[src/rtl/dma4_pkg.sv]
package dma4_pkg;

    // Transfer sequencer states
    typedef enum logic [2:0] {
        S_IDLE,
        S_GRANT,
        S_XFER,
        S_CPY_RD,
        S_CPY_WR
    } xfer_state_e;

    // Request discipline field of the mode byte
    localparam logic [1:0] KIND_DEMAND = 2'b00;
    localparam logic [1:0] KIND_SINGLE = 2'b01;
    localparam logic [1:0] KIND_BLOCK  = 2'b10;

    // Direction field of the mode byte
    localparam logic [1:0] DIR_TO_MEM   = 2'b01;
    localparam logic [1:0] DIR_FROM_MEM = 2'b10;

    // Register port offsets above the per-channel address/count pairs
    localparam logic [3:0] OFS_CMD_STAT = 4'h8;
    localparam logic [3:0] OFS_SWREQ    = 4'h9;
    localparam logic [3:0] OFS_MODE     = 4'hB;
    localparam logic [3:0] OFS_PTR_CLR  = 4'hC;
    localparam logic [3:0] OFS_MASK_ALL = 4'hF;

endpackage

[src/rtl/dma4_prio.sv]
// Fixed-priority picker: lowest index wins.
module dma4_prio #(
    parameter int N = 4,
    localparam int W = $clog2(N)
) (
    input  logic [N-1:0] req,
    output logic [W-1:0] idx,
    output logic         any
);
    always_comb begin
        idx = '0;
        any = 1'b0;
        for (int i = N - 1; i >= 0; i--) begin
            if (req[i]) begin
                idx = W'(i);
                any = 1'b1;
            end
        end
    end
endmodule

[src/rtl/dma4_step.sv]
// Next address / count for one channel after one byte.
module dma4_step #(
    parameter int AW = 16
) (
    input  logic [AW-1:0] addr,
    input  logic [AW-1:0] cnt,
    input  logic          dec,
    input  logic          freeze,
    output logic [AW-1:0] addr_nxt,
    output logic [AW-1:0] cnt_nxt,
    output logic          last
);
    always_comb begin
        if (freeze)   addr_nxt = addr;
        else if (dec) addr_nxt = addr - AW'(1);
        else          addr_nxt = addr + AW'(1);
        cnt_nxt = cnt - AW'(1);
        last    = (cnt == '0);
    end
endmodule

[src/rtl/dma4_engine.sv]
module dma4_engine
    import dma4_pkg::*;
#(
    parameter int NCH = 4,
    parameter int AW  = 16,
    parameter int DW  = 8
) (
    input  logic          clk,
    input  logic          rst_n,
    input  logic          io_cs,
    input  logic          io_wr,
    input  logic          io_rd,
    input  logic [3:0]    io_addr,
    input  logic [DW-1:0] io_wdata,
    output logic [DW-1:0] io_rdata,
    input  logic [NCH-1:0] chan_req,
    output logic          bus_req,
    input  logic          bus_grant,
    input  logic          end_in,
    output logic          end_out,
    output logic [NCH-1:0] chan_ack,
    output logic [AW-1:0] mem_addr,
    output logic          mem_rd,
    output logic          mem_wr,
    output logic          dev_rd,
    output logic          dev_wr,
    input  logic [DW-1:0] mem_rdata,
    output logic [DW-1:0] mem_wdata
);
    localparam int CHW = $clog2(NCH);
    localparam logic [3:0] PAIR_END = 4'(2 * NCH);

    typedef struct packed {
        xfer_state_e            st;
        logic [CHW-1:0]         ch;
        logic [NCH-1:0][AW-1:0] addr;
        logic [NCH-1:0][AW-1:0] cnt;
        logic [NCH-1:0]         dec;
        logic [NCH-1:0][1:0]    kind;
        logic [NCH-1:0][1:0]    dir;
        logic                   cpy_en;
        logic                   cpy_fix;
        logic [NCH-1:0]         mask;
        logic [NCH-1:0]         sreq;
        logic [NCH-1:0]         tc;
        logic                   ptr_hi;
        logic [DW-1:0]          hold_byte;
        logic                   fin;
    } regs_t;

    regs_t q, d;

    logic [NCH-1:0]         pend;
    logic [CHW-1:0]         pick;
    logic                   pick_any;
    logic [NCH-1:0][AW-1:0] step_addr;
    logic [NCH-1:0][AW-1:0] step_cnt;
    logic [NCH-1:0]         step_last;
    logic [CHW-1:0]         wsel;
    logic                   stat_rd;

    assign pend    = (chan_req | q.sreq) & ~q.mask;
    assign wsel    = io_addr[CHW:1];
    assign stat_rd = io_cs && io_rd && (io_addr == OFS_CMD_STAT);

    dma4_prio #(.N(NCH)) u_prio (
        .req (pend),
        .idx (pick),
        .any (pick_any)
    );

    for (genvar g = 0; g < NCH; g++) begin : g_step
        dma4_step #(.AW(AW)) u_step (
            .addr     (q.addr[g]),
            .cnt      (q.cnt[g]),
            .dec      (q.dec[g]),
            .freeze   ((g == 0) && q.cpy_en && q.cpy_fix),
            .addr_nxt (step_addr[g]),
            .cnt_nxt  (step_cnt[g]),
            .last     (step_last[g])
        );
    end

    always_comb begin
        d     = q;
        d.fin = 1'b0;

        // Register port writes
        if (io_cs && io_wr) begin
            if (io_addr < PAIR_END) begin
                if (io_addr[0]) begin
                    if (q.ptr_hi) d.cnt[wsel][AW-1:DW] = io_wdata;
                    else          d.cnt[wsel][DW-1:0]  = io_wdata;
                end else begin
                    if (q.ptr_hi) d.addr[wsel][AW-1:DW] = io_wdata;
                    else          d.addr[wsel][DW-1:0]  = io_wdata;
                end
                d.ptr_hi = ~q.ptr_hi;
            end else begin
                case (io_addr)
                    OFS_CMD_STAT: begin
                        d.cpy_en  = io_wdata[0];
                        d.cpy_fix = io_wdata[1];
                    end
                    OFS_SWREQ:    d.sreq[io_wdata[CHW-1:0]] = io_wdata[2];
                    OFS_MODE: begin
                        d.dir[io_wdata[CHW-1:0]]  = io_wdata[3:2];
                        d.dec[io_wdata[CHW-1:0]]  = io_wdata[5];
                        d.kind[io_wdata[CHW-1:0]] = io_wdata[7:6];
                    end
                    OFS_PTR_CLR:  d.ptr_hi = 1'b0;
                    OFS_MASK_ALL: d.mask = io_wdata[NCH-1:0];
                    default: ;
                endcase
            end
        end

        if (stat_rd) d.tc = '0;

        // Transfer sequencer
        case (q.st)
            S_IDLE: begin
                if (pick_any) begin
                    d.st = S_GRANT;
                    d.ch = pick;
                end
            end
            S_GRANT: begin
                if (bus_grant)
                    d.st = (q.cpy_en && (q.ch == '0)) ? S_CPY_RD : S_XFER;
            end
            S_XFER: begin
                d.addr[q.ch] = step_addr[q.ch];
                d.cnt[q.ch]  = step_cnt[q.ch];
                if (step_last[q.ch] || end_in) begin
                    d.tc[q.ch]   = 1'b1;
                    d.mask[q.ch] = 1'b1;
                    d.sreq[q.ch] = 1'b0;
                    d.fin        = 1'b1;
                    d.st         = S_IDLE;
                end else begin
                    case (q.kind[q.ch])
                        KIND_DEMAND: if (!chan_req[q.ch]) d.st = S_IDLE;
                        KIND_SINGLE: d.st = S_IDLE;
                        default: ;
                    endcase
                end
            end
            S_CPY_RD: begin
                d.hold_byte = mem_rdata;
                d.st        = S_CPY_WR;
            end
            S_CPY_WR: begin
                d.addr[0] = step_addr[0];
                d.addr[1] = step_addr[1];
                d.cnt[1]  = step_cnt[1];
                if (step_last[1] || end_in) begin
                    d.tc[1:0]   = 2'b11;
                    d.mask[1:0] = 2'b11;
                    d.sreq[0]   = 1'b0;
                    d.fin       = 1'b1;
                    d.st        = S_IDLE;
                end else begin
                    d.st = S_CPY_RD;
                end
            end
            default: d.st = S_IDLE;
        endcase
    end

    always_ff @(posedge clk or negedge rst_n) begin
        if (!rst_n) begin
            q      <= '0;
            q.st   <= S_IDLE;
            q.mask <= '1;
        end else begin
            q <= d;
        end
    end

    // Outputs decoded from registered state
    always_comb begin
        bus_req   = (q.st != S_IDLE);
        end_out   = q.fin;
        chan_ack  = '0;
        mem_addr  = '0;
        mem_rd    = 1'b0;
        mem_wr    = 1'b0;
        dev_rd    = 1'b0;
        dev_wr    = 1'b0;
        mem_wdata = '0;
        io_rdata  = stat_rd ? DW'({chan_req, q.tc}) : '0;
        case (q.st)
            S_XFER: begin
                chan_ack[q.ch] = 1'b1;
                mem_addr       = q.addr[q.ch];
                mem_wr         = (q.dir[q.ch] == DIR_TO_MEM);
                dev_rd         = (q.dir[q.ch] == DIR_TO_MEM);
                mem_rd         = (q.dir[q.ch] == DIR_FROM_MEM);
                dev_wr         = (q.dir[q.ch] == DIR_FROM_MEM);
            end
            S_CPY_RD: begin
                mem_addr = q.addr[0];
                mem_rd   = 1'b1;
            end
            S_CPY_WR: begin
                mem_addr  = q.addr[1];
                mem_wr    = 1'b1;
                mem_wdata = q.hold_byte;
            end
            default: ;
        endcase
    end

endmodule

[config.mk]
export PLATFORM = sky130hd
export DESIGN_NAME = dma4_engine
export DESIGN_NICKNAME = d
export VERILOG_FILES = /design/src/rtl/dma4_pkg.sv /design/src/rtl/dma4_prio.sv /design/src/rtl/dma4_step.sv /design/src/rtl/dma4_engine.sv
export SDC_FILE = /design/constraint.sdc
export NUM_CORES = 1
export LEC_CHECK = 0
export BUFFER_PORTS_ARGS = -buffer_cell sky130_fd_sc_hd__buf_2
export CAP_MARGIN = 30
export CORE_MARGIN = 8
export CORE_UTILIZATION = 30
export CTS_CLUSTER_SIZE = 20
export DETAILED_ROUTE_END_ITERATION = 12
export HOLD_SLACK_MARGIN = 0.02
export PLACE_DENSITY = 0.48
export SYNTH_ARGS = -nofsm -noshare
export SYNTH_HDL_FRONTEND = slang
export SYNTH_SLANG_ARGS = --single-unit
[constraint.sdc]
create_clock -name clk -period 2.95 [get_ports clk]
set_input_delay 0.1475 -clock clk [delete_from_list [all_inputs] [get_ports clk]]
set_output_delay 0.1475 -clock clk [all_outputs]
set_load 0.03 [all_outputs]
==> After elaboration in Yosys (flattened, before gate mapping) <==
Cells that the tools add are included.
{ "word_totals": {"out_inout_bits": 42, "register_bits": 177, "inputBits": 31, "wordCells": 192} }
{ "op_classes": {"mux": 97, "magnitude_cmp": 7, "n_eq_ne": 16, "addsub": 12, "n_bitwise": 9, "n_reduce_logical": 24} }
{ "ops": {"columns": ["cell", "n"], "rows": [
  ["bitwise mux 64 bit", 6],
  ["two-way mux 64 bit", 4],
  ["two-way mux 16 bit", 11],
  ["two-way mux 158 bit", 1],
  ["two-way mux 128 bit", 1],
  ["subtractor 16 x 1 -> 16 bit, second input constant", 8],
  ["binary-select mux 16 bit (select 2 bit)", 3],
  ["demux 16 bit (select 2 bit)", 3],
  ["adder 16 x 1 -> 16 bit, second input constant", 4],
  ["logical NOT 16 bit", 4],
  ["two-way mux 32 bit", 2],
  ["one-hot mux 32 bit (2 select lines)", 1],
  ["one-hot mux 16 bit (3 select lines)", 1],
  ["one-hot mux 16 bit (2 select lines)", 1],
  ["two-way mux 30 bit", 1],
  ["two-way mux 2 bit", 13],
  ["two-way mux 8 bit", 3],
  ["== test 4 bit, second input constant", 5],
  ["two-way mux 20 bit", 1],
  ["bitwise mux 8 bit", 2],
  ["two-way mux 1 bit", 16],
  ["two-way mux 4 bit", 4],
  ["one-hot mux 3 bit (5 select lines)", 1],
  ["two-way mux 12 bit", 1],
  ["other kinds (34)", 68]
]} }

==> Longest topological paths before layout <==
{ "depth": {"depth_word": 12, "mapped_depth": 10, "mapped_depth_nobuf": 10} }

==> Cells and area by module <==
A second synthesis with hierarchy kept.
{ "hier_totals": {"hier_cells": 1513, "area_unflattened_um2": 13600.5} }
{ "by_module_without_submodules": {"columns": ["module", "n_inst", "cells_each", "area_per_inst_um2", "seq_area_each_um2"], "rows": [
  ["dma4_engine", 1, 809, 8926.1, 4434.3],
  ["dma4_step (g_step[0].u_step ...)", 3, 172, 1137.3, 0.0],
  ["dma4_step (g_step[3].u_step)", 1, 181, 1227.4, 0.0],
  ["dma4_prio", 1, 7, 35.0, 0.0]
]} }

==> Least setup slack after synthesis <==
No wires, ideal clock.
{ "synth_path": {"kind": "register -> register", "start": "register (tool-made name)", "end": "register q[120] (netlist name)", "stages_incl_launch_ff": 10, "path_buffers": 0, "setup_time_ns": 0.118, "arrival_time_ns": 2.648, "path_slack_ns": 0.184, "required_ns": 2.832, "period_less_slack_ns": 2.766, "path_cell_list": "dfrtp_1 fa_1 a21o_1 a21o_1 a22o_1 o41a_1 a41oi_1 a21boi_0 xor2_1 a21o_1"} }
{ "synth_rtl": {"columns": ["item", "line_no", "source"], "rows": [
  ["end, declared", "dma4_engine.sv:51", "regs_t q, d;"]
]} }

==> Worst setup path after layout <==
{ "layout_path": {"start": "register q[176] (netlist name)", "end": "output port mem_addr[2]"} }
{ "layout_via": {"elab_chain_cells": 2, "word_cells_on_any_way": 4, "cone_classes": "eq/ne: 3; mux: 1"} }
{ "layout_lines": {"columns": ["item", "line_no", "source"], "rows": [
  ["== test 3 bit / == test 3 x 2 -> 1 bit (equally long branches)", "dma4_engine.sv:193", "case (q.st)"],
  ["one-hot mux 16 bit (3 select lines) (*)", "dma4_engine.sv:193", null],
  ["end, declared", "dma4_engine.sv:22", "output logic [AW-1:0] mem_addr,"]
]} }
Every way passes the cells marked *; elsewhere a longest branch is shown, timed or not.

==> reports/results.ini <==
[layout]
final_nets = 1646
final_util_pct = 34.7
area_growth_syn_to_layout_pct = 15.4
antennaDiodeCount = 0
fin_cells = 2103
fin_area_um2 = 14400
drive_above_1_share_pct = 14.5

[timing]
clock_skew_ns = 0.0136
slew_violations = 0
worst_slew_pin_slew_ns = 0.819
fin_tns_setup_ns = 0
finalSetupViolCount = 0
fin_crit_sh_pct = 95.5
grt_setup_unrepaired = no
max_freq_ghz = 0.355
slew_headroom_pct = 45.4
finalHoldViolCount = 0
fin_crit_ns = 2.82

[global_routing]
grt_remaining_overflow = 0
grt_max_degree = 61
grt_pass1_wl_mm = 66.7
grtUsageTotal_pct = 17.8
grt_pass1_vias = 11288
antenna_found_initial = 1

[cts]
clk_pin_slew_ns = 0.08
clk-insertion-delay-late_ns = 0.46
cts_made_buffers = 17
cts_tree = built
post_cts_buffers = 0
cts.sinks = 177
clockBufferDepth = 2
root_buffer = clkbuf_16
htreeDepth = 4

[synth]
syn_inst = 1473
ys_async_sr_fraction_pct = 100
syn_nets = 1568
netlist_top_cells_count = nand2_1, dfrtp_1, nor2_1
synth.top_cell.area_share_pct = 34.6
synth_area_leaders = dfrtp_1, ha_1, nand2_1, mux2i_1, o21ai_0
syn_area_per_cell_um2 = 8.50
synth.most_common_cell = nand2_1
synth-edff-count = 0
synth-main-ff-cell = dfrtp_1
yosys.area.top_type = dfrtp_1
yosysWarnings = 0
seq_area_frac_synth_pct = 35.4
synth_seq_cells = 177
synth.distinct_cells = 75
synthesis.area_um2 = 12500

[route]
drt_iter0_drc = 999
post-route-drc-count = 0
vias_per_cell = 5.45
ant_nets = 0
dr.pass1.iters = 5
dr_total_vias = 11471
wl_per_cell_um = 20.3
totalWireLength_mm = 42.8

[setup_path]
crit_required_ns = 2.80
crit_type = reg -> out
startpoint_type = flip-flop
arrival_ns = 2.67
worst_setup_path_end_kind = output pin
cp_slowest_cell = dfrtp_2
r2r_setup_slack_ns = 0.15
crit_path_frequent_cell = nand2_1
crit_chain = nor3b_4 -> nand2_1 -> or2_2 -> nand2_1 -> buf_12 -> nand2_1 -> nand2_2 -> clkbuf_4
crit_fanout = 45
slowest_delay_ns = 0.47

[power_and_ir_drop]
swShare_pct = 44.3
clockPowerShare_pct = 18.3
p_per_area_nw_per_um2 = 913
power.leakage_uw = 0.00635
peakVddDrop_mv = 0.362
p_sw_uw = 5840
p_int_uw = 7350
power_frac_seq_pct = 34.3
p_comb_share_pct = 47.4

[placement]
hpwl_mm = 30.3
place_inst = 2059
postPlaceCellArea_um2 = 13700
place_congestion = 0.878
io_buffers = 72

[run_status]
outcome = completed

[run]
maxCapViolations = 0

[floorplan]
initial_core_util_pct = 30.1
die_w_um = 220
rows = 75
die-area_um2 = 48500
die_y_um = 220
io_pins = 73
core-area_um2 = 41600

[min_path]
hold_path.class = in -> reg

==> per-layer routing <==
layer  vias to the layer above  GRT usage (%)  wire length, µm
met4                         2           5.57              910
met3                        46           3.03             1810
li1                       5543              -                -
met1                      5637           23.9            19900
met5                         -              0                9
met2                       243           28.9            20100
==> kinds of logic (layout without fill, tap and decap cells) <==
group / after synthesis / in the layout / share of synthesized area (%)
buf+inv: 107 / 198 / 3.27
fa+ha+maj: 64 / 64 / 6.64
mux: 97 / 97 / 8.32
flops: 177 / 177 / 35.4
compound gates: 399 / 399 / 20.6
xor+xnor: 56 / 56 / 3.92
simple gates: 573 / 573 / 21.8
==> through the flow <==
stage	hold WS (ns)	power, µW	worst slack [ns]
floorplan	-0.148	8760	0.184
global placement	0.191	10700	0.219
detailed placement	0.190	10700	0.178
CTS	0.0865	13200	0.0671
global route	0.107	14200	0.0157
finish	0.116	13200	0.132
==> final cells by class <==
cell class,instances,area [µm²]
fillers,4307,27100
clock inverters,11,130
clock buffers,21,480
inverters,36,135
flip-flops and latches,177,4440
repair buffers,130,893
well taps,539,674
multi-input cells,1189,7690
==> power by group through the flow <==
stage          clock, µW  combinational (µW)  sequential [µW]
5_1_grt             2600                6950             4650
6_report            2420                6250             4520
3_5_place_dp           0                6200             4530
4_1_cts             2510                6240             4500
3_3_place_gp           0                6140             4520
2_1_floorplan          0                4600             4160
==> worst max-delay path, delay by kind of cell (launching register included) <==
| kind | cells | cell delay, ns |
|---|---|---|
| buf+inv | 2 | 0.44 |
| simple gates | 6 | 1.27 |
| flops | 1 | 0.47 |
==> timing repair <==
action                                 in CTS  in global routing
resized for setup                           0                  9
hold buffers                               12                  0
endpoints found under the hold margin      64                  0
setup endpoints to repair                   0                  5
==> worst paths after layout <==
check                        from           to  depth (start not counted)
max                        q[176]  mem_addr[2]                          8
min                         io_rd        q[11]                          4
max reg2reg                q[108]       q[120]                          9
min reg2reg                 q[75]        q[75]                          2
max in group asynchronous   rst_n        q[75]                          3
min in group asynchronous   rst_n    async pin                          2
==> cell usage in the layout, fill, tap and decap left out, drive strengths merged, types with 29 or more instances in the layout <==
master / netlist / layout
a21o: 29 / 29
a21oi: 93 / 93
buf: 11 / 115
dfrtp: 173 / 173
ha: 60 / 60
inv: 36 / 36
mux2: 36 / 36
mux2i: 59 / 59
nand2: 187 / 187
nand3: 38 / 38
nor2: 153 / 153
nor3: 53 / 53
o21ai: 120 / 120
xnor2: 33 / 33
Note: power is estimated with default switching activity, not from simulation.
